File: src/rtl/ais_pkg.sv
package ais_pkg;
  localparam int SUB_CNT = 8;
  localparam int SUB_W   = $clog2(SUB_CNT);

  typedef struct packed {
    logic [SUB_CNT-1:0] setOneShot;
    logic [SUB_CNT-1:0] clrOneShot;
    logic [SUB_CNT-1:0] setBlocked;
    logic [SUB_CNT-1:0] clrBlocked;
    logic               fwd;
    logic [SUB_W-1:0]   fwdSub;
    logic               err;
  } maskStrobes_t;
endpackage

File: src/rtl/ais_ctrl.sv
module ais_ctrl
  import ais_pkg::*;
#(
  parameter int CODE_W      = 16,
  parameter int CODE_ALL    = 0,
  parameter int CODE_SINGLE = 1
) (
  input  logic               clk,
  input  logic               rstN,
  input  logic               modeValid,
  input  logic [SUB_W-1:0]   modeSub,
  input  logic [CODE_W-1:0]  modeCode,
  input  logic               injValid,
  input  logic [SUB_W-1:0]   injSub,
  input  logic               injSupp,
  input  logic [SUB_CNT-1:0] oneShotQ,
  input  logic [SUB_CNT-1:0] blockedQ,
  output maskStrobes_t       strb
);
  function automatic logic [SUB_CNT-1:0] subBit(input logic [SUB_W-1:0] s);
    logic [SUB_CNT-1:0] b;
    b = '0;
    b[SUB_CNT-1-int'(s)] = 1'b1;
    return b;
  endfunction

  logic isAll, isSingle, modeOk, sameSub;
  logic [SUB_CNT-1:0] modeBit, injBit;
  logic effOneShot, effBlocked;

  assign isAll    = (modeCode == CODE_W'(CODE_ALL));
  assign isSingle = (modeCode == CODE_W'(CODE_SINGLE));
  assign modeOk   = modeValid && (isAll || isSingle);
  assign modeBit  = subBit(modeSub);
  assign injBit   = subBit(injSub);
  assign sameSub  = modeOk && (modeSub == injSub);

  // The mode write is applied first when it targets the same subclass.
  assign effOneShot = sameSub ? isSingle : |(oneShotQ & injBit);
  assign effBlocked = sameSub ? 1'b0     : |(blockedQ & injBit);

  always_comb begin
    strb            = '0;
    strb.err        = modeValid && !modeOk;
    strb.clrOneShot = (modeOk && isAll)    ? modeBit : '0;
    strb.setOneShot = (modeOk && isSingle) ? modeBit : '0;
    strb.clrBlocked = modeOk ? modeBit : '0;
    strb.fwd        = injValid && !(injSupp && effBlocked);
    strb.fwdSub     = injSub;
    strb.setBlocked = (strb.fwd && injSupp && effOneShot) ? injBit : '0;
  end

  assert_mode_all_R1: assert property (@(posedge clk) disable iff (!rstN)
    (modeValid && isAll) |=>
      (!oneShotQ[SUB_CNT-1-int'($past(modeSub))] && !blockedQ[SUB_CNT-1-int'($past(modeSub))]));

  assert_mode_single_R2: assert property (@(posedge clk) disable iff (!rstN)
    (modeValid && isSingle && !(injValid && injSupp && injSub == modeSub)) |=>
      (oneShotQ[SUB_CNT-1-int'($past(modeSub))] && !blockedQ[SUB_CNT-1-int'($past(modeSub))]));

  assert_bad_code_R3: assert property (@(posedge clk) disable iff (!rstN)
    (modeValid && !isAll && !isSingle && !injValid) |=> ($stable(oneShotQ) && $stable(blockedQ)));
endmodule

File: src/rtl/ais_datapath.sv
module ais_datapath
  import ais_pkg::*;
#(
  parameter int WORD_W    = 32,
  parameter int SUB_SHIFT = 27,
  parameter int IND_BIT   = 31,
  parameter int ID_W      = 16,
  parameter int PARM_W    = 32
) (
  input  logic               clk,
  input  logic               rstN,
  input  maskStrobes_t       strb,
  output logic [SUB_CNT-1:0] oneShotQ,
  output logic [SUB_CNT-1:0] blockedQ,
  output logic               reqValid,
  output logic [WORD_W-1:0]  reqWord,
  output logic [ID_W-1:0]    reqSchId,
  output logic [ID_W-1:0]    reqSchNr,
  output logic [PARM_W-1:0]  reqParm,
  output logic               errQ
);
  localparam logic [WORD_W-1:0] IND_MASK = WORD_W'(1) << IND_BIT;
  localparam logic [WORD_W-1:0] SUB_MASK = WORD_W'((1 << SUB_W) - 1) << SUB_SHIFT;

  logic [WORD_W-1:0] wordNext;

  always_comb begin
    wordNext = IND_MASK;
    wordNext[SUB_SHIFT +: SUB_W] = strb.fwdSub;
  end

  always_ff @(posedge clk or negedge rstN) begin
    if (!rstN) begin
      oneShotQ <= '0;
      blockedQ <= '0;
      reqValid <= 1'b0;
      reqWord  <= '0;
      errQ     <= 1'b0;
    end else begin
      oneShotQ <= (oneShotQ & ~strb.clrOneShot) | strb.setOneShot;
      blockedQ <= (blockedQ & ~strb.clrBlocked) | strb.setBlocked;
      reqValid <= strb.fwd;
      errQ     <= strb.err;
      if (strb.fwd) reqWord <= wordNext;
    end
  end

  assign reqSchId = '0;
  assign reqSchNr = '0;
  assign reqParm  = '0;

  assert_word_format_R7: assert property (@(posedge clk) disable iff (!rstN)
    reqValid |-> (reqWord[IND_BIT] && ((reqWord & ~(IND_MASK | SUB_MASK)) == '0)));
endmodule

File: src/rtl/ais_filter.sv
module ais_filter
  import ais_pkg::*;
#(
  parameter int CODE_W      = 16,
  parameter int CODE_ALL    = 0,
  parameter int CODE_SINGLE = 1,
  parameter int WORD_W      = 32,
  parameter int SUB_SHIFT   = 27,
  parameter int IND_BIT     = 31,
  parameter int ID_W        = 16,
  parameter int PARM_W      = 32
) (
  input  logic               clk,
  input  logic               rstN,
  input  logic               modeValid,
  input  logic [SUB_W-1:0]   modeSub,
  input  logic [CODE_W-1:0]  modeCode,
  input  logic               injValid,
  input  logic [SUB_W-1:0]   injSub,
  input  logic               injSupp,
  output logic               ioReqValid,
  output logic [WORD_W-1:0]  ioReqWord,
  output logic [ID_W-1:0]    ioReqSchId,
  output logic [ID_W-1:0]    ioReqSchNr,
  output logic [PARM_W-1:0]  ioReqParm,
  output logic               modeErr,
  output logic [SUB_CNT-1:0] oneShotMask,
  output logic [SUB_CNT-1:0] blockedMask
);
  maskStrobes_t strb;

  ais_ctrl #(.CODE_W(CODE_W), .CODE_ALL(CODE_ALL), .CODE_SINGLE(CODE_SINGLE)) u_ctrl (
    .clk(clk), .rstN(rstN), .modeValid(modeValid), .modeSub(modeSub), .modeCode(modeCode),
    .injValid(injValid), .injSub(injSub), .injSupp(injSupp),
    .oneShotQ(oneShotMask), .blockedQ(blockedMask), .strb(strb));

  ais_datapath #(.WORD_W(WORD_W), .SUB_SHIFT(SUB_SHIFT), .IND_BIT(IND_BIT),
                 .ID_W(ID_W), .PARM_W(PARM_W)) u_dp (
    .clk(clk), .rstN(rstN), .strb(strb), .oneShotQ(oneShotMask), .blockedQ(blockedMask),
    .reqValid(ioReqValid), .reqWord(ioReqWord), .reqSchId(ioReqSchId),
    .reqSchNr(ioReqSchNr), .reqParm(ioReqParm), .errQ(modeErr));

  assert_drop_blocked_R4: assert property (@(posedge clk) disable iff (!rstN)
    (injValid && injSupp && blockedMask[SUB_CNT-1-int'(injSub)] &&
     !(modeValid && modeSub == injSub)) |=> !ioReqValid);

  assert_one_shot_arm_R5: assert property (@(posedge clk) disable iff (!rstN)
    (injValid && injSupp && !modeValid && oneShotMask[SUB_CNT-1-int'(injSub)] &&
     !blockedMask[SUB_CNT-1-int'(injSub)]) |=>
      (ioReqValid && blockedMask[SUB_CNT-1-int'($past(injSub))]));

  assert_plain_pass_R6: assert property (@(posedge clk) disable iff (!rstN)
    (injValid && !injSupp && !modeValid) |=>
      (ioReqValid && $stable(oneShotMask) && $stable(blockedMask)));

  assert_err_pulse_R3: assert property (@(posedge clk) disable iff (!rstN)
    !modeValid |=> !modeErr);
endmodule

File: config.mk
export PLATFORM = sky130hd
export DESIGN_NAME = ais_filter
export DESIGN_NICKNAME = d
export VERILOG_FILES = /design/src/rtl/ais_pkg.sv /design/src/rtl/ais_ctrl.sv /design/src/rtl/ais_datapath.sv /design/src/rtl/ais_filter.sv
export SDC_FILE = /design/constraint.sdc
export NUM_CORES = 1
export LEC_CHECK = 0
export ABC_AREA = 1
export BUFFER_PORTS_ARGS = -buffer_cell sky130_fd_sc_hd__buf_2
export CORE_UTILIZATION = 46
export CTS_BUF_LIST = sky130_fd_sc_hd__clkbuf_4
export CTS_CLUSTER_DIAMETER = 50
export DETAILED_ROUTE_END_ITERATION = 10
export HOLD_SLACK_MARGIN = 0.15
export PLACE_DENSITY = 0.95
export SLEW_MARGIN = 20
export SYNTH_ARGS = -nofsm -noshare
export SYNTH_HDL_FRONTEND = slang
export SYNTH_SLANG_ARGS = --single-unit
File: constraint.sdc
create_clock -name clk -period 2.2 [get_ports clk]
set_input_delay 0.44 -clock clk [delete_from_list [all_inputs] [get_ports clk]]
set_output_delay 0.44 -clock clk [all_outputs]
set_load 0.005 [all_outputs]
==> results_dict.tcl <==
set metrics [dict create \
    cts_tree "yes" \
    drc 0 \
    synthAdderAreaFrac 0 \
    antenna_found_initial 0 \
    die_area_um2 4600 \
    rsz0062_at_grt "no" \
    synth_seq_area_share 0.276 \
    min_period_ps 1550 \
    io_pins 141 \
    numCtsBuffers 3 \
    routabilityCongestion 0.985 \
    ys.flop_type "dfrtp_1" \
    start_kind "input port" \
    yosysUniqueCellTypes 24 \
    max-cap-violations 0 \
    startpoint "injSub[2]" \
    skew_ps 1.06 \
    fp.dieH_um 67.8 \
    antenna_left 0 \
    clkLatencyLatePin_ps 310 \
    crit_fanout 11 \
    hold_viol 0 \
    final_nets 344 \
    viasPerCell 4.44 \
    ys_warn_count 0 \
    regToRegSetupSlack_ps 860 \
    hp-class "in2reg" \
    drt_pass1_iterations 4 \
    wl_per_cell_um 10.9 \
    leakage_nw 1.16 \
    synth_common_cells "buf_4 (93), nand2_1 (39), o21ai_0 (24), dfrtp_1 (22), nand3_1 (22)" \
    rows 23 \
    fmax_mhz 644 \
    synth-compound-area-share 0.0772 \
    dp_slack_ps 347 \
    postSynth.asyncResetShare 1.00 \
    yosysMostFrequentCell "buf_4" \
    synthTopCellsByArea "buf_4 (35%), dfrtp_1 (28%), nand2_1 (7.3%)" \
    critPathMaxStageDelay_ps 240 \
    path_delay_family "simple AND/OR/NAND/NOR gates" \
    grt_pass1_wl_mm 6.24 \
    r2r_cells 9 \
    syn_area_per_cell_um2 7.47 \
    p_total_mw 0.740 \
    finalSetupViolCount 0 \
    h-tree-depth 1 \
    powerDensity_nw_per_um2 379 \
    cp-end-kind "register" \
    grt_start_max_net_pins 23 \
    overflow 0 \
    synth_top_family_by_area "buffers and inverters" \
    syn_area_um2 1990 \
    maxSlewViolCount 0 \
    yosysTopAreaCell "buf_4" \
    path_buf_inv 3 \
    critPathCapture "u_dp.blockedQ[4]" \
    finalCritPeriodShare 0.705 \
    ys_ff_latch 22 \
    io_buffers 48 \
    cts_max_path_buffers 2 \
    setup_tns_ps 0 \
    synth_xor_area_frac 0.00439 \
    synth_edf_count 0 \
    cts.clk_slew.worst_paths_ps 110 \
    slowest_stage "nor3_2" \
    vias 1619 \
    dr.first_iter.drc_count 91 \
    muxShareOfSynthArea 0 \
    n_antenna_cell 0 \
    cts_sinks 22 \
    cts_resized 0 \
    start_util 0.488 \
    cp.required_ps 2450 \
    syn2layout_area_growth_pct -2.20 \
    track_usage 0.180 \
    grt_pass1_vias 1364 \
    hpwl_mm 3.23 \
    synthSimpleGateAreaFrac 0.237 \
    cpMostUsedCell "nand2_1" \
    cp.arrival_ps 1800 \
    root_buffer "clkbuf_4" \
    fin_ws_ps 648 \
    fp.dieW_um 67.8 \
    status "finished clean" \
    r2r_end "u_dp.blockedQ[4]" \
    synth_top_area_share 0.350 \
    cp.depth 11 \
    netlist_instances 267 \
    crit_chain "buf_2 -> inv_1 -> nand2_1 -> nand2_1 -> nor3_2 -> nand3_2 -> nand2_1 -> nand3_1 -> clkinv_2 -> nand3_1 -> nand2_1" \
    drive_gt1_frac 0.219 \
    path_class "in2reg" \
    coreArea_um2 4090 \
    timing.rr.start "u_dp.blockedQ[0]" \
    wl_mm 3.99 \
    vdd_ir_drop_max_mv 0.249 \
]
==> how the worst min path moves through the flow <==
stage | startpoint | end | slack [ps] | cells past startpoint
after floorplan | rstN | u_dp.blockedQ[0] | 140 | 0
after global placement | rstN | u_dp.reqWord[31] | 420 | 1
after detailed placement | rstN | u_dp.reqWord[31] | 430 | 1
after CTS | modeValid | u_dp.errQ | 400 | 3
after global routing | modeValid | u_dp.errQ | 420 | 3
final | injValid | u_dp.reqValid | 400 | 3
==> state kept, by name, indices dropped and copies added, names as in the netlist <==
| register | flops |
|---|---|
| u_dp.reqWord | 4 |
| u_dp.oneShotQ | 8 |
| u_dp.errQ | 1 |
| u_dp.blockedQ | 8 |
| u_dp.reqValid | 1 |
==> tightest hold or removal path, cell delays in order <==
cell	delay [ps]
buf_2	120
nand2_4	80
inv_2	50
==> cell families (layout without fill, tap and decap cells) <==
family	count (synthesis)	in the layout
buffers and inverters	116	73
AND/OR/NAND/NOR	97	97
AO/OA/AOI/OAI	30	30
flip-flops	22	22
other	1	92
XOR/XNOR	1	1
==> repair_timing <==
action	in CTS	in global routing
endpoints found under the hold margin	22	0
endpoints found under the setup margin	0	0
hold buffers	1	0
setup buffers	0	0
==> metrics by stage <==
step	hold slack [ps]	std cells	utilization	instance area, µm²
floorplan	144	358	-	2340
global placement	424	361	0.469	1920
detailed placement	431	361	0.469	1920
CTS	398	365	0.477	1950
global route	423	365	0.477	1950
finish	404	365	0.477	1950
==> cells in the final DEF (no fill, tap or decap), types with 2 or more instances in the layout <==
cell      synthesis  routed
buf_2             0      48
dfrtp_1          22      22
nor3_2            4       4
o21ai_0          24      24
inv_4             2       2
nand3_2           2       2
conb_1            1      92
nor2_1           18      18
clkbuf_4          0       3
a21oi_1           2       2
inv_1            15      15
o21ai_1           3       3
nand2_2           3       3
nor3_1            2       2
nand3_1          22      22
inv_2             3       3
nand2_1          39      39
nand4_1           4       4
==> final cells by class <==
class	count	area [µm²]
Fill cell	441	2140
Tap cell	50	62.6
Multi-Input combinational cell	220	980
Timing Repair Buffer	49	250
Inverter	21	85.1
Clock buffer	3	22.5
Sequential cell	22	551
==> power by group <==
part / internal, mW / leakage [nW] / switching, mW
registers: 0.412 / 0.292 / 0.00364
logic: 0.0394 / 0.853 / 0.105
clock network: 0.0641 / 0.0138 / 0.116
total: 0.515 / 1.16 / 0.225
==> metal layers <==
layer  track usage  vias to the layer above  share of wire
met3        0.0400                        4           0.11
li1              -                      761              -
met4        0.0286                        0         0.0050
met1         0.239                      746           0.39
met5             0                        -              0
met2         0.302                      108           0.49
No activity file was read; power rests on OpenSTA's default activity.
